--- config.mk ---
export PLATFORM = sky130hd
export DESIGN_NAME = bytemem_seq
export DESIGN_NICKNAME = d
export VERILOG_FILES = /design/src/rtl/bytemem_seq_pkg.sv /design/src/rtl/bytemem_seq_ctl.sv /design/src/rtl/bytemem_seq_dp.sv /design/src/rtl/bytemem_seq.sv
export SDC_FILE = /design/constraint.sdc
export NUM_CORES = 1
export LEC_CHECK = 0
export CAP_MARGIN = 20
export CORE_MARGIN = 5
export CORE_UTILIZATION = 43
export CTS_CLUSTER_DIAMETER = 40
export DETAILED_ROUTE_END_ITERATION = 16
export GPL_TIMING_DRIVEN = 0
export MAX_ROUTING_LAYER = met4
export PLACE_DENSITY = 0.89
export SLEW_MARGIN = 20
export SYNTH_ARGS = -nofsm -noshare
export SYNTH_HDL_FRONTEND = slang
export SYNTH_SLANG_ARGS = --single-unit
--- constraint.sdc ---
create_clock -name clk -period 2.45 [get_ports clk]
set_clock_uncertainty 0.2 [all_clocks]
set_input_delay 0.245 -clock clk [delete_from_list [all_inputs] [get_ports clk]]
set_output_delay 0.245 -clock clk [all_outputs]
set_load 0.05 [all_outputs]
--- src/rtl/bytemem_seq_pkg.sv ---
`timescale 1ns/1ps
package bytemem_seq_pkg;

  typedef enum logic [2:0] {
    ST_IDLE,
    ST_SETUP,
    ST_ACCESS,
    ST_HOLD,
    ST_PRECHG
  } seqState_e;

  // strobes from control to datapath
  typedef struct packed {
    logic load;     // capture host fields this edge
    logic capture;  // sample read data this edge
    logic ceLow;    // chip enable asserted (registered)
    logic oeLow;    // output enable asserted (registered)
    logic weLow;    // write enable asserted (registered)
    logic drive;    // own data drivers on (registered)
    logic ack;      // completion pulse (registered)
  } seqStrobes_t;

endpackage

--- src/rtl/bytemem_seq_ctl.sv ---
`timescale 1ns/1ps
module bytemem_seq_ctl
  import bytemem_seq_pkg::*;
#(
  parameter int SETUP_CYC  = 1,
  parameter int ACCESS_CYC = 14,
  parameter int PRECHG_CYC = 13
) (
  input  logic        clk,
  input  logic        rstN,
  input  logic        hostReq,
  input  logic        hostWrite,
  output seqStrobes_t stb
);

  localparam int LONG_A  = (ACCESS_CYC > PRECHG_CYC) ? ACCESS_CYC : PRECHG_CYC;
  localparam int LONGEST = (LONG_A > SETUP_CYC) ? LONG_A : SETUP_CYC;
  localparam int CNT_W   = $clog2(LONGEST + 1);
  localparam int MIN_GAP = PRECHG_CYC + SETUP_CYC + 2;
  localparam int WATCH_W = $clog2(MIN_GAP + ACCESS_CYC + 1) + 1;

  seqState_e        state, nextState;
  logic [CNT_W-1:0] phaseCnt, phaseCntNext;
  logic             wrQ, wrNext;
  logic             ceLowQ, oeLowQ, weLowQ, driveQ, ackQ;
  logic             accessLast;

  assign accessLast = (state == ST_ACCESS) && (phaseCnt == CNT_W'(ACCESS_CYC - 1));

  always_comb begin
    nextState    = state;
    phaseCntNext = phaseCnt + 1'b1;
    wrNext       = wrQ;
    case (state)
      ST_IDLE: begin
        phaseCntNext = '0;
        if (hostReq) begin
          nextState = ST_SETUP;
          wrNext    = hostWrite;
        end
      end
      ST_SETUP: begin
        if (phaseCnt == CNT_W'(SETUP_CYC - 1)) begin
          nextState    = ST_ACCESS;
          phaseCntNext = '0;
        end
      end
      ST_ACCESS: begin
        if (accessLast) begin
          nextState    = ST_HOLD;
          phaseCntNext = '0;
        end
      end
      ST_HOLD: begin
        nextState    = ST_PRECHG;
        phaseCntNext = '0;
      end
      ST_PRECHG: begin
        if (phaseCnt == CNT_W'(PRECHG_CYC - 1)) begin
          nextState    = ST_IDLE;
          phaseCntNext = '0;
        end
      end
      default: begin
        nextState    = ST_IDLE;
        phaseCntNext = '0;
      end
    endcase
  end

  // state and glitch-free registered memory strobes
  always_ff @(posedge clk or negedge rstN) begin
    if (!rstN) begin
      state    <= ST_IDLE;
      phaseCnt <= '0;
      wrQ      <= 1'b0;
      ceLowQ   <= 1'b0;
      oeLowQ   <= 1'b0;
      weLowQ   <= 1'b0;
      driveQ   <= 1'b0;
      ackQ     <= 1'b0;
    end else begin
      state    <= nextState;
      phaseCnt <= phaseCntNext;
      wrQ      <= wrNext;
      ceLowQ   <= (nextState == ST_ACCESS);
      oeLowQ   <= (nextState == ST_ACCESS) && !wrNext;
      weLowQ   <= (nextState == ST_ACCESS) && wrNext;
      driveQ   <= wrNext && ((nextState == ST_SETUP) || (nextState == ST_ACCESS) ||
                             (nextState == ST_HOLD));
      ackQ     <= (nextState == ST_HOLD);
    end
  end

  always_comb begin
    stb.load    = (state == ST_IDLE) && hostReq;
    stb.capture = accessLast && !wrQ;
    stb.ceLow   = ceLowQ;
    stb.oeLow   = oeLowQ;
    stb.weLow   = weLowQ;
    stb.drive   = driveQ;
    stb.ack     = ackQ;
  end

  // window watchers for the checks below
  logic [WATCH_W-1:0] lowCnt, highCnt;
  logic               seenLow;

  always_ff @(posedge clk or negedge rstN) begin
    if (!rstN) begin
      lowCnt  <= '0;
      highCnt <= '0;
      seenLow <= 1'b0;
    end else begin
      if (ceLowQ) begin
        seenLow <= 1'b1;
        highCnt <= '0;
        if (lowCnt != '1) lowCnt <= lowCnt + 1'b1;
      end else begin
        lowCnt <= '0;
        if (highCnt != '1) highCnt <= highCnt + 1'b1;
      end
    end
  end


  access_len_chk: assert property (@(posedge clk) disable iff (!rstN)
    $fell(ceLowQ) |-> (lowCnt == WATCH_W'(ACCESS_CYC)));


  precharge_gap_chk: assert property (@(posedge clk) disable iff (!rstN)
    ($rose(ceLowQ) && seenLow) |-> (highCnt >= WATCH_W'(MIN_GAP)));


  ack_pulse_chk: assert property (@(posedge clk) disable iff (!rstN)
    ackQ |=> !ackQ);


  turnaround_chk: assert property (@(posedge clk) disable iff (!rstN)
    driveQ |-> (!oeLowQ && !$past(oeLowQ)));


  oe_we_excl_chk: assert property (@(posedge clk) disable iff (!rstN)
    !(oeLowQ && weLowQ));

endmodule

--- src/rtl/bytemem_seq_dp.sv ---
`timescale 1ns/1ps
module bytemem_seq_dp
  import bytemem_seq_pkg::*;
#(
  parameter int ADDR_W = 15,
  parameter int DATA_W = 8
) (
  input  logic              clk,
  input  logic              rstN,
  input  seqStrobes_t       stb,
  input  logic [ADDR_W-1:0] hostAddr,
  input  logic [DATA_W-1:0] hostWdata,
  input  logic [DATA_W-1:0] memDqIn,
  output logic              hostAck,
  output logic [DATA_W-1:0] hostRdata,
  output logic [ADDR_W-1:0] memAddr,
  output logic              memCeN,
  output logic              memOeN,
  output logic              memWeN,
  output logic [DATA_W-1:0] memDqOut,
  output logic              memDqOe
);

  logic [ADDR_W-1:0] addrQ;
  logic [DATA_W-1:0] wdataQ, rdataQ;

  always_ff @(posedge clk or negedge rstN) begin
    if (!rstN) begin
      addrQ  <= '0;
      wdataQ <= '0;
      rdataQ <= '0;
    end else begin
      if (stb.load) begin
        addrQ  <= hostAddr;
        wdataQ <= hostWdata;
      end
      if (stb.capture) rdataQ <= memDqIn;
    end
  end

  assign memAddr   = addrQ;
  assign memDqOut  = wdataQ;
  assign memDqOe   = stb.drive;
  assign memCeN    = !stb.ceLow;
  assign memOeN    = !stb.oeLow;
  assign memWeN    = !stb.weLow;
  assign hostRdata = rdataQ;
  assign hostAck   = stb.ack;


  addr_stable_chk: assert property (@(posedge clk) disable iff (!rstN)
    stb.ceLow |-> $stable(addrQ));


  write_drive_chk: assert property (@(posedge clk) disable iff (!rstN)
    stb.weLow |-> (stb.drive && stb.ceLow));


  read_sample_chk: assert property (@(posedge clk) disable iff (!rstN)
    stb.capture |-> (stb.oeLow && stb.ceLow && !stb.drive));


  load_idle_chk: assert property (@(posedge clk) disable iff (!rstN)
    stb.load |-> (!stb.ceLow && !stb.drive && !stb.ack));

endmodule

--- src/rtl/bytemem_seq.sv ---
`timescale 1ns/1ps
module bytemem_seq
  import bytemem_seq_pkg::*;
#(
  parameter int ADDR_W     = 15,
  parameter int DATA_W     = 8,
  parameter int SETUP_CYC  = 1,
  parameter int ACCESS_CYC = 14,
  parameter int PRECHG_CYC = 13
) (
  input  logic              clk,
  input  logic              rstN,
  input  logic              hostReq,
  input  logic              hostWrite,
  input  logic [ADDR_W-1:0] hostAddr,
  input  logic [DATA_W-1:0] hostWdata,
  output logic              hostAck,
  output logic [DATA_W-1:0] hostRdata,
  output logic [ADDR_W-1:0] memAddr,
  output logic              memCeN,
  output logic              memOeN,
  output logic              memWeN,
  output logic [DATA_W-1:0] memDqOut,
  input  logic [DATA_W-1:0] memDqIn,
  output logic              memDqOe
);

  seqStrobes_t stb;

  bytemem_seq_ctl #(
    .SETUP_CYC (SETUP_CYC),
    .ACCESS_CYC(ACCESS_CYC),
    .PRECHG_CYC(PRECHG_CYC)
  ) ctl (
    .clk      (clk),
    .rstN     (rstN),
    .hostReq  (hostReq),
    .hostWrite(hostWrite),
    .stb      (stb)
  );

  bytemem_seq_dp #(
    .ADDR_W(ADDR_W),
    .DATA_W(DATA_W)
  ) dp (
    .clk      (clk),
    .rstN     (rstN),
    .stb      (stb),
    .hostAddr (hostAddr),
    .hostWdata(hostWdata),
    .memDqIn  (memDqIn),
    .hostAck  (hostAck),
    .hostRdata(hostRdata),
    .memAddr  (memAddr),
    .memCeN   (memCeN),
    .memOeN   (memOeN),
    .memWeN   (memWeN),
    .memDqOut (memDqOut),
    .memDqOe  (memDqOe)
  );

endmodule

# Yosys cells after proc, flatten, opt, wreduce, memory -nomap -nowiden

Index checks and enable logic that the tools add are counted.
Widths: inputs -> output; s select.

Word-level logic and storage cells: 47
Register bits after elaboration: 44
Output and inout bits: 36

Add/subtract/negate cells: 1
Reduce and logical (&&, ||, !) cells: 15
Eq/ne operators: 9
Mux-type cells: 11

Operators by type and width:

| operator            | count |
|---|---|
| $pmux 3 s5          | 1 |
| $eq 3x2->1 const B  | 4 |
| $mux 3              | 4 |
| $mux 4              | 3 |
| $pmux 4 s3          | 1 |
| $eq 4x4->1 const B  | 2 |
| $eq 3x1->1 const B  | 2 |
| $logic_and 1x1->1   | 6 |
| $logic_not 1->1     | 5 |
| $add 4x1->4 const B | 1 |
| $logic_not 4->1     | 1 |
| $eq 3x3->1 const B  | 1 |
| $logic_not 3->1     | 1 |
| $logic_or 1x1->1    | 2 |
| $mux 1              | 2 |

# Longest topological paths before layout

Gate-level depths: netlist of the first run.

Depth after elaboration: 8
Gate-level depth with buffers: 5

# Hierarchy

Synthesis of the first run repeated with hierarchy kept, for this count alone.

Cells, all modules: 136
Area total of the unflattened synthesis: 1,894.3 um^2

Modules (own cells, without submodules):

| module          | seq. area each (um^2) | instances | cells an instance | area an instance (um^2) |
|---|---|---|---|---|
| bytemem_seq_dp  | 775.7                 | 1         | 70                | 1,178.6 |
| bytemem_seq_ctl | 325.3                 | 1         | 66                | 715.7 |

# Least setup slack after synthesis of the first run

No wires, ideal clock.

Path kind: reg-to-reg
Start: reg ctl.state[1]
End: reg dp.addrQ[0] (netlist: dp.memAddr[0])
Setup slack: 0.647 ns
Period minus slack after synthesis: 1.803 ns
Data required time: 2.125 ns
Stages on the path, launching flop included: 5
Path buffers: 2
Arrival time: 1.478 ns
Cells stage by stage: dfrtp_1 > buf_2 > nor4b_4 > buf_4 > mux2_2

Longest elaborated chain between the ends: 2

RTL lines:

| item                   | RTL line              | RTL |
|---|---|---|
| start, declared        | bytemem_seq_ctl.sv:22 | `seqState_e state, nextState;` |
| start signal, assigned | bytemem_seq_ctl.sv:83 | `state <= nextState;` |
| $logic_not 3->1        | bytemem_seq_ctl.sv:96 | `stb.load = (state == ST_IDLE) && hostReq;` |
| $logic_and 1x1->1      | bytemem_seq_ctl.sv:96 |  |
| end signal, assigned   | bytemem_seq_dp.sv:34  | `addrQ <= hostAddr;` |
| end, declared          | bytemem_seq_dp.sv:24  | `logic [ADDR_W-1:0] addrQ;` |

No other way between the ends.
A chain may end at the register's enable or synchronous reset.

# Worst setup path after layout of the first run

Same ends and word-level chain as after synthesis.

==> results.md, run 1 <==
- PwrDens: approximately 1300 nW/um^2
- Buffers on Ports: 70
- Slew Limit Fails: 0
- Crit Path Max Fanout: 10
- Routed Antenna Nets: 0
- Cell area after layout: approximately 2700 um^2
- Fin util: between 60% and 70%
- Worst setup path endpoint: dp.memAddr[0]
- Slew margin rel.: around 63%
- Crit-path max cell delay: roughly 0.51 ns
- Most frequent cells in the layout: clkdlybuf4s50_1 (69), dfrtp_1 (44), mux2_2 (31)
- Fill count: 317
- Sequential fraction of the synthesis area: about three fifths
- FMAX: 503 MHz
- Net Count, Synth: roughly 160
- Sink Count: 44
- Commonest non-fill, non-tap cell in the layout: clkdlybuf4s50_1
- Final Hold Fails: 0
- FF-to-FF End: dp.memAddr[0]
- Maximum VDD drop: just under 0.0009 V
- Critical Path Start Type: flop
- Leakage power: 0.00117 uW
- Max cap viols: 0
- I/O pin cnt: between 70 and 80
- Core Area: between 4000 and 5000 um^2
- Worst path bufs/invs: 2
- Post-DR vias/cell: ~4.9
- Prevailing post-synth register cell: dfrtp_1
- Synth unique cells: 28
- Total number of vias: 1243
- Status: completed
- Area growth from synthesis to layout: 48.2%
- Total Routed Length: around 3800 um
- Seq cells post-synth: 44
- CTS resizes: 0
- First-pass GRT wire length: slightly above 6000 um
- CP Capture Type: flop
- FF-to-FF setup slack: 0.46 ns
- FF+latch area: roughly 1100 um^2
- GRT overflow: 0
- Fraction of layout cells with a size suffix above 1: around a quarter
- H-tree Lvls: 2
- Worst-path cell chain: buf_2 -> nor4b_4 -> buf_4 -> mux2_2
- Antenna violations before repair: 0
- Crit Path Category: reg -> reg
- Worst-path clk slew: around 0.080 ns
- Share of flip-flops with an asynchronous set or reset: 100%
- Placed Area: 2620 um^2
- Worst R2R Path Depth: 4
- Origin of the worst setup path: ctl.state[1]
- Worst path top cell family by delay: simple AND/OR/NAND/NOR gates
- Mapped Area: around 1800 um^2
- Chip height: 75.4 um
- Hold WS: ~0.27 ns
- Clock Path Buffers: 2
- Reg-to-Reg Start: ctl.state[1]
- Clock Latency Late Sink: 0.29 ns
- Fin crit period: 1.99 ns
- RePlAce Congestion: slightly below 0.8
- CTS tree: yes
- Worst setup margin: about 0.46 ns
- Stages on worst setup path: 4
- Detail Placement HPWL: 2940 um
- Yosys warns: 0
- Initial Util: between 40 and 50%
- Largest net degree at the start of global routing: 24
- Fin crit share: between 80% and 90%
- Mapped Cells: between 100 and 150
- EDFF count, synth: 0
- Worst-Margin Slew: between 0.5 and 0.6 ns
- Layout net count: approximately 240
- Root Driver: clkbuf_8
- Setup WS pre-CTS: between 0.2 and 0.3 ns
- Full die area: roughly 5700 um^2
- DR WL/cell: between 10 and 15 um
- Ant diodes: 0
- Row cnt: 23
- # DRC: 0
- Iter 0 DRT Violations: 24
- Average size of a mapped cell: ~15 um^2
- Hold WC Path Type: in -> async
- DRT Pass-1 Iters: 3
- Setup Viol. Count Final: 0
- Multi-input logic area: between 600 and 700 um^2
- Data arrival time of the worst path: approximately 2.0 ns
- TritonCTS buffer count: 5
- Chip Width: roughly 75 um
- CP required: ~2.4 ns
- Vias in the first global route: around 1300
- Gr usage total: about 15%
- RSZ-0062 raised after global routing: false
- Slowest cell on crit path: nor4b_4
[final cells by class]
cell class / count / area share (%)
flip-flops and latches: 44 / 40.4
repair buffers: 72 / 26.9
multi-input cells: 71 / 24.8
clock buffers: 8 / 3.31
well taps: 50 / 2.30
plain buffers: 5 / 1.42
inverters: 6 / 0.827
[cell families after synthesis]
family | synth area share [%]
compound gates | 2.86
xor+xnor | 1.43
fa+ha+maj | 2.04
buf+inv | 3.34
flops | 59.9
mux | 19.8
simple gates | 10.6
[stage by stage]
| stage | total power [uW] | std cells | setup TNS, ns |
|---|---|---|---|
| floorplan | 2580 | 126 | 0 |
| CTS | 3710 | 256 | 0 |
| detailed placement | 3240 | 247 | 0 |
| global route | 3870 | 256 | 0 |
| global placement | 3200 | 246 | -10.60 |
| finish | 3670 | 256 | 0 |
[layer usage]
layer / GRT usage [%] / vias to the layer above / wire length [um]
met2: 25.3 / 28 / 2020
met3: 3.56 / 5 / 210
met5: - / - / 0
met1: 16.8 / 616 / 1510
met4: 5.24 / 0 / 43
li1: - / 594 / -
[synth_stat cells, drive strengths merged, types with 2 or more instances]
| library cell | count | area share [%] |
|---|---|---|
| nand3 | 4 | 1.1 |
| nand3b | 2 | 0.82 |
| mux2 | 32 | 20 |
| buf | 5 | 2.1 |
| ha | 3 | 2.0 |
| nor4b | 2 | 2.1 |
| nand2 | 4 | 0.82 |
| nor2b | 2 | 0.68 |
| a21oi | 5 | 1.4 |
| nor3b | 2 | 2.0 |
| nor2 | 3 | 0.61 |
| dfrtp | 44 | 60 |
| xnor2 | 2 | 0.95 |
| inv | 6 | 1.2 |
[report_power, final]
group | internal (uW) | switching (uW) | total, uW | leakage, uW
clock | 230 | 227 | 457 | 0.0000455
combinational | 831 | 1230 | 2060 | 0.000575
sequential | 1000 | 147 | 1150 | 0.000553
[worst min path at each step]
stage          slack [ns]         endpoint           start  depth (start not counted)
2_1_floorplan       -0.25         ctl.ackQ            rstN                          0
3_3_place_gp         0.29   dp.memDqOut[7]  dp.memDqOut[7]                          1
3_5_place_dp         0.07  ctl.phaseCnt[1]            rstN                          1
4_1_cts              0.28  ctl.phaseCnt[1]            rstN                          2
5_1_grt              0.32   dp.memDqOut[7]  dp.memDqOut[7]                          1
6_report             0.27  ctl.phaseCnt[1]            rstN                          2
[repair_timing]
item | 4_1_cts | 5_1_grt
buffers inserted | 0 | 0
hold buffers | 1 | 0
endpoints found under the hold margin | 21 | 0
[state kept, by name, indices dropped and copies added, names as in the netlist]
register      count
ctl.ceLowQ        1
ctl.wrQ           1
dp.memDqOut       8
dp.memAddr       15
ctl.driveQ        1
dp.hostRdata      8
ctl.ackQ          1
ctl.phaseCnt      4
ctl.weLowQ        1
ctl.state         3
ctl.oeLowQ        1
(Power assumes the default switching activity.)
==> run 2: changes to the inputs <==
--- a/config.mk
+++ b/config.mk
@@ -7,12 +7,12 @@
 export LEC_CHECK = 0
 export CAP_MARGIN = 20
 export CORE_MARGIN = 5
-export CORE_UTILIZATION = 43
+export CORE_UTILIZATION = 39
 export CTS_CLUSTER_DIAMETER = 40
 export DETAILED_ROUTE_END_ITERATION = 16
 export GPL_TIMING_DRIVEN = 0
 export MAX_ROUTING_LAYER = met4
-export PLACE_DENSITY = 0.89
+export PLACE_DENSITY = 0.85
 export SLEW_MARGIN = 20
 export SYNTH_ARGS = -nofsm -noshare
 export SYNTH_HDL_FRONTEND = slang
==> constraint.sdc (replaced) <==
create_clock -name clk -period 1.8 [get_ports clk]
set_clock_uncertainty 0.2 [all_clocks]
set_input_delay 0.18 -clock clk [delete_from_list [all_inputs] [get_ports clk]]
set_output_delay 0.18 -clock clk [all_outputs]
set_load 0.05 [all_outputs]
==> results.md, run 2 (synthesized netlist as in run 1, its figures left out) <==
- Status: completed
- Critical Path Start Type: flop
- Largest register FFs: 15 (unchanged)
- Crit-path max cell delay: 0.43 ns (-0.08 ns)
- H-tree Lvls: 2 (unchanged)
- Slew margin rel.: 65.8% (+2.3 points)
- CP required: 1.78 ns (-0.64 ns)
- Commonest non-fill, non-tap cell in the layout: dfrtp_1
- Reg-to-Reg Start: ctl.state[0]
- Worst-path clk slew: 0.09 ns (about the same)
- Iter 0 DRT Violations: 44 (+83%)
- Slowest cell on crit path: dfrtp_1
- Hold WC Path Type: in -> async
- Area growth from synthesis to layout: 65.7%
- Fraction of layout cells with a size suffix above 1: 35.3% (+11 points)
- Fin util: 65.3% (-1.3 points)
- Fill count: 367 (+16%)
- Total Routed Length: 4370 um (+16%)
- Chip Width: 78.7 um (+4.3%)
- Worst-Margin Slew: 0.515 ns (-0.0325 ns)
- PwrDens: 1870 nW/um^2 (+39%)
- Buffers on Ports: 70 (unchanged)
- Sw Pwr: 2370 uW (+48%)
- Initial Util: 39.4% (-5.5 points)
- TritonCTS buffer count: 5 (unchanged)
- Slew Limit Fails: 0 (unchanged)
- Gr usage total: 14.5% (-0.21 points)
- Sw Share: 41.7% (-2.1 points)
- # DRC: 0 (unchanged)
- Ant diodes: 0 (unchanged)
- Vias in the first global route: 1394 (+8.0%)
- Fin crit period: 1.79 ns (-0.200 ns)
- FF-to-FF setup slack: 0.01 ns (-0.45 ns)
- Fin crit share: 99.3% (+18 points)
- RePlAce Congestion: 0.764 (-1.2%)
- Chip height: 78.7 um (+4.3%)
- Worst-path cell chain: buf_6 -> nor3b_4 -> nor3b_4 -> buf_6 -> mux2_4
- Core Area: 4660 um^2 (+14%)
- Root Driver: clkbuf_8
- Maximum VDD drop: 0.000695 V (-20%)
- Origin of the worst setup path: ctl.state[0]
- Post-DR vias/cell: 4.88 (+0.53%)
- FMAX: 560 MHz (+11%)
- CTS tree: yes
- Clk pwr share: 18.1% (+5.7 points)
- First-pass GRT wire length: 6900 um (+13%)
- Crit Path Max Fanout: 6 (-4)
- Leakage power: 0.00145 uW (+24%)
- DRT Pass-1 Iters: 4 (+1)
- GRT overflow: 0 (unchanged)
- DR WL/cell: 15.7 um (+6.4%)
- Internal power: 3320 uW (+61%)
- RSZ-0062 raised after global routing: true
- Multi-input logic area: 782 um^2 (+16%)
- Total number of vias: 1357 (+9.2%)
- Worst path top cell family by delay: simple AND/OR/NAND/NOR gates
- I/O pin cnt: 71 (unchanged)
- Data arrival time of the worst path: 1.77 ns (-0.19 ns)
- Clock Latency Late Sink: 0.29 ns (about the same)
- Setup Viol. Count Final: 0 (unchanged)
- Worst path bufs/invs: 2 (unchanged)
- Antenna violations before repair: 0 (unchanged)
- Sink Count: 44 (unchanged)
- Most frequent cells in the layout: dfrtp_1 (43), dlygate4sd2_1 (35), clkdlybuf4s50_1 (33)
- Logic pwr share: 54.1% (-2.2 points)
- Crit Path Category: reg -> reg
- Layout net count: 261 (+7.4%)
- Largest net degree at the start of global routing: 29 (+21%)
- Detail Placement HPWL: 2860 um (-2.7%)
- Sequential share of power: 27.7% (-3.6 points)
- Row cnt: 25 (+8.7%)
- Max cap viols: 0 (unchanged)
- Final Hold Fails: 0 (unchanged)
- CP Capture Type: flop
- Clock Path Buffers: 2 (unchanged)
- FF+latch area: 1100 um^2 (+0.11%)
- Hold WS: 0.145 ns (-0.129 ns)
- Full die area: 6190 um^2 (+8.9%)
- Routed Antenna Nets: 0 (unchanged)
==> run 2: changes by cell type in the layout (fill, tap and decap cells not counted), moves of 2 or more <==
cell	change
clkdlybuf4s50_1	-36
dlygate4sd2_1	+35
mux2_2	-20
mux2_4	+20
buf_4	+10
buf_6	+7
a21oi_1	-4
a21oi_2	+4
bufinv_16	+3
clkbuf_1	-2
==> run 2: area by class of cell <==
| class | count | area share, % |
|---|---|---|
| inverter | 6 | 0.740 |
| timing repair buffer | 91 | 28.3 |
| buffer | 4 | 1.60 |
| multi-input combinational | 71 | 25.7 |
| clock buffer | 5 | 2.26 |
| tap | 54 | 2.22 |
| clock inverter | 3 | 2.96 |
| sequential | 44 | 36.2 |
==> run 2: per-stage QoR <==
| stage | instances | power, uW | setup TNS (ns) | area [um^2] | setup slack, ns |
|---|---|---|---|---|---|
| 6_report | 278 | 5690 | 0 | 3050 | 0.0130 |
| 5_1_grt | 278 | 5950 | -0.431 | 3050 | -0.0474 |
| 4_1_cts | 272 | 5420 | -0.000168 | 2860 | -0.000168 |
| 3_5_place_dp | 251 | 4430 | -8.37 | 2620 | -0.318 |
| 3_3_place_gp | 250 | 4350 | -41.77 | 2610 | -0.783 |
| 2_1_floorplan | 126 | 3510 | 0 | 1840 | 0.00586 |
==> run 2: power by group through the flow <==
stage / Combinational (uW) / Clock, uW / Sequential, uW
2_1_floorplan: 974 / 0 / 2540
6_report: 3080 / 1030 / 1580
3_3_place_gp: 2780 / 0 / 1570
5_1_grt: 3230 / 1080 / 1630
4_1_cts: 2810 / 1040 / 1570
3_5_place_dp: 2840 / 0 / 1590
==> run 2: path summary, 6_finish.rpt <==
check                      depth (start not counted)         endpoint
max                                                5  dp.hostRdata[6]
min                                                2    dp.memAddr[8]
max reg2reg                                        5  dp.hostRdata[6]
min reg2reg                                        1    dp.memAddr[7]
max in group asynchronous                          3  ctl.phaseCnt[3]
min in group clk                                   2  dp.hostRdata[3]
==> run 2: worst register-to-register path: stages, from the launching register on <==
cell and delay, ns:
dfrtp_1 0.43, buf_6 0.15, nor3b_4 0.19, nor3b_4 0.25, buf_6 0.17, mux2_4 0.30
==> run 2: what timing repair did <==
item	in CTS	in global routing
pin swaps	3	5
cloned	1	1
buffers inserted	12	5
endpoints found under the setup margin	69	34
hold buffers	1	0
hold endpoints to repair	44	0
resized for setup	43	33
==> run 2: metal layers <==
layer / part of all wire, % / wire, um / track usage, % / vias up
li1: - / - / - / 625
met1: 43 / 1870 / 17.1 / 672
met2: 50 / 2190 / 25.0 / 54
met3: 6.0 / 264 / 4.59 / 6
met4: 1.0 / 44 / 2.10 / 0
met5: 0 / 0 / - / -
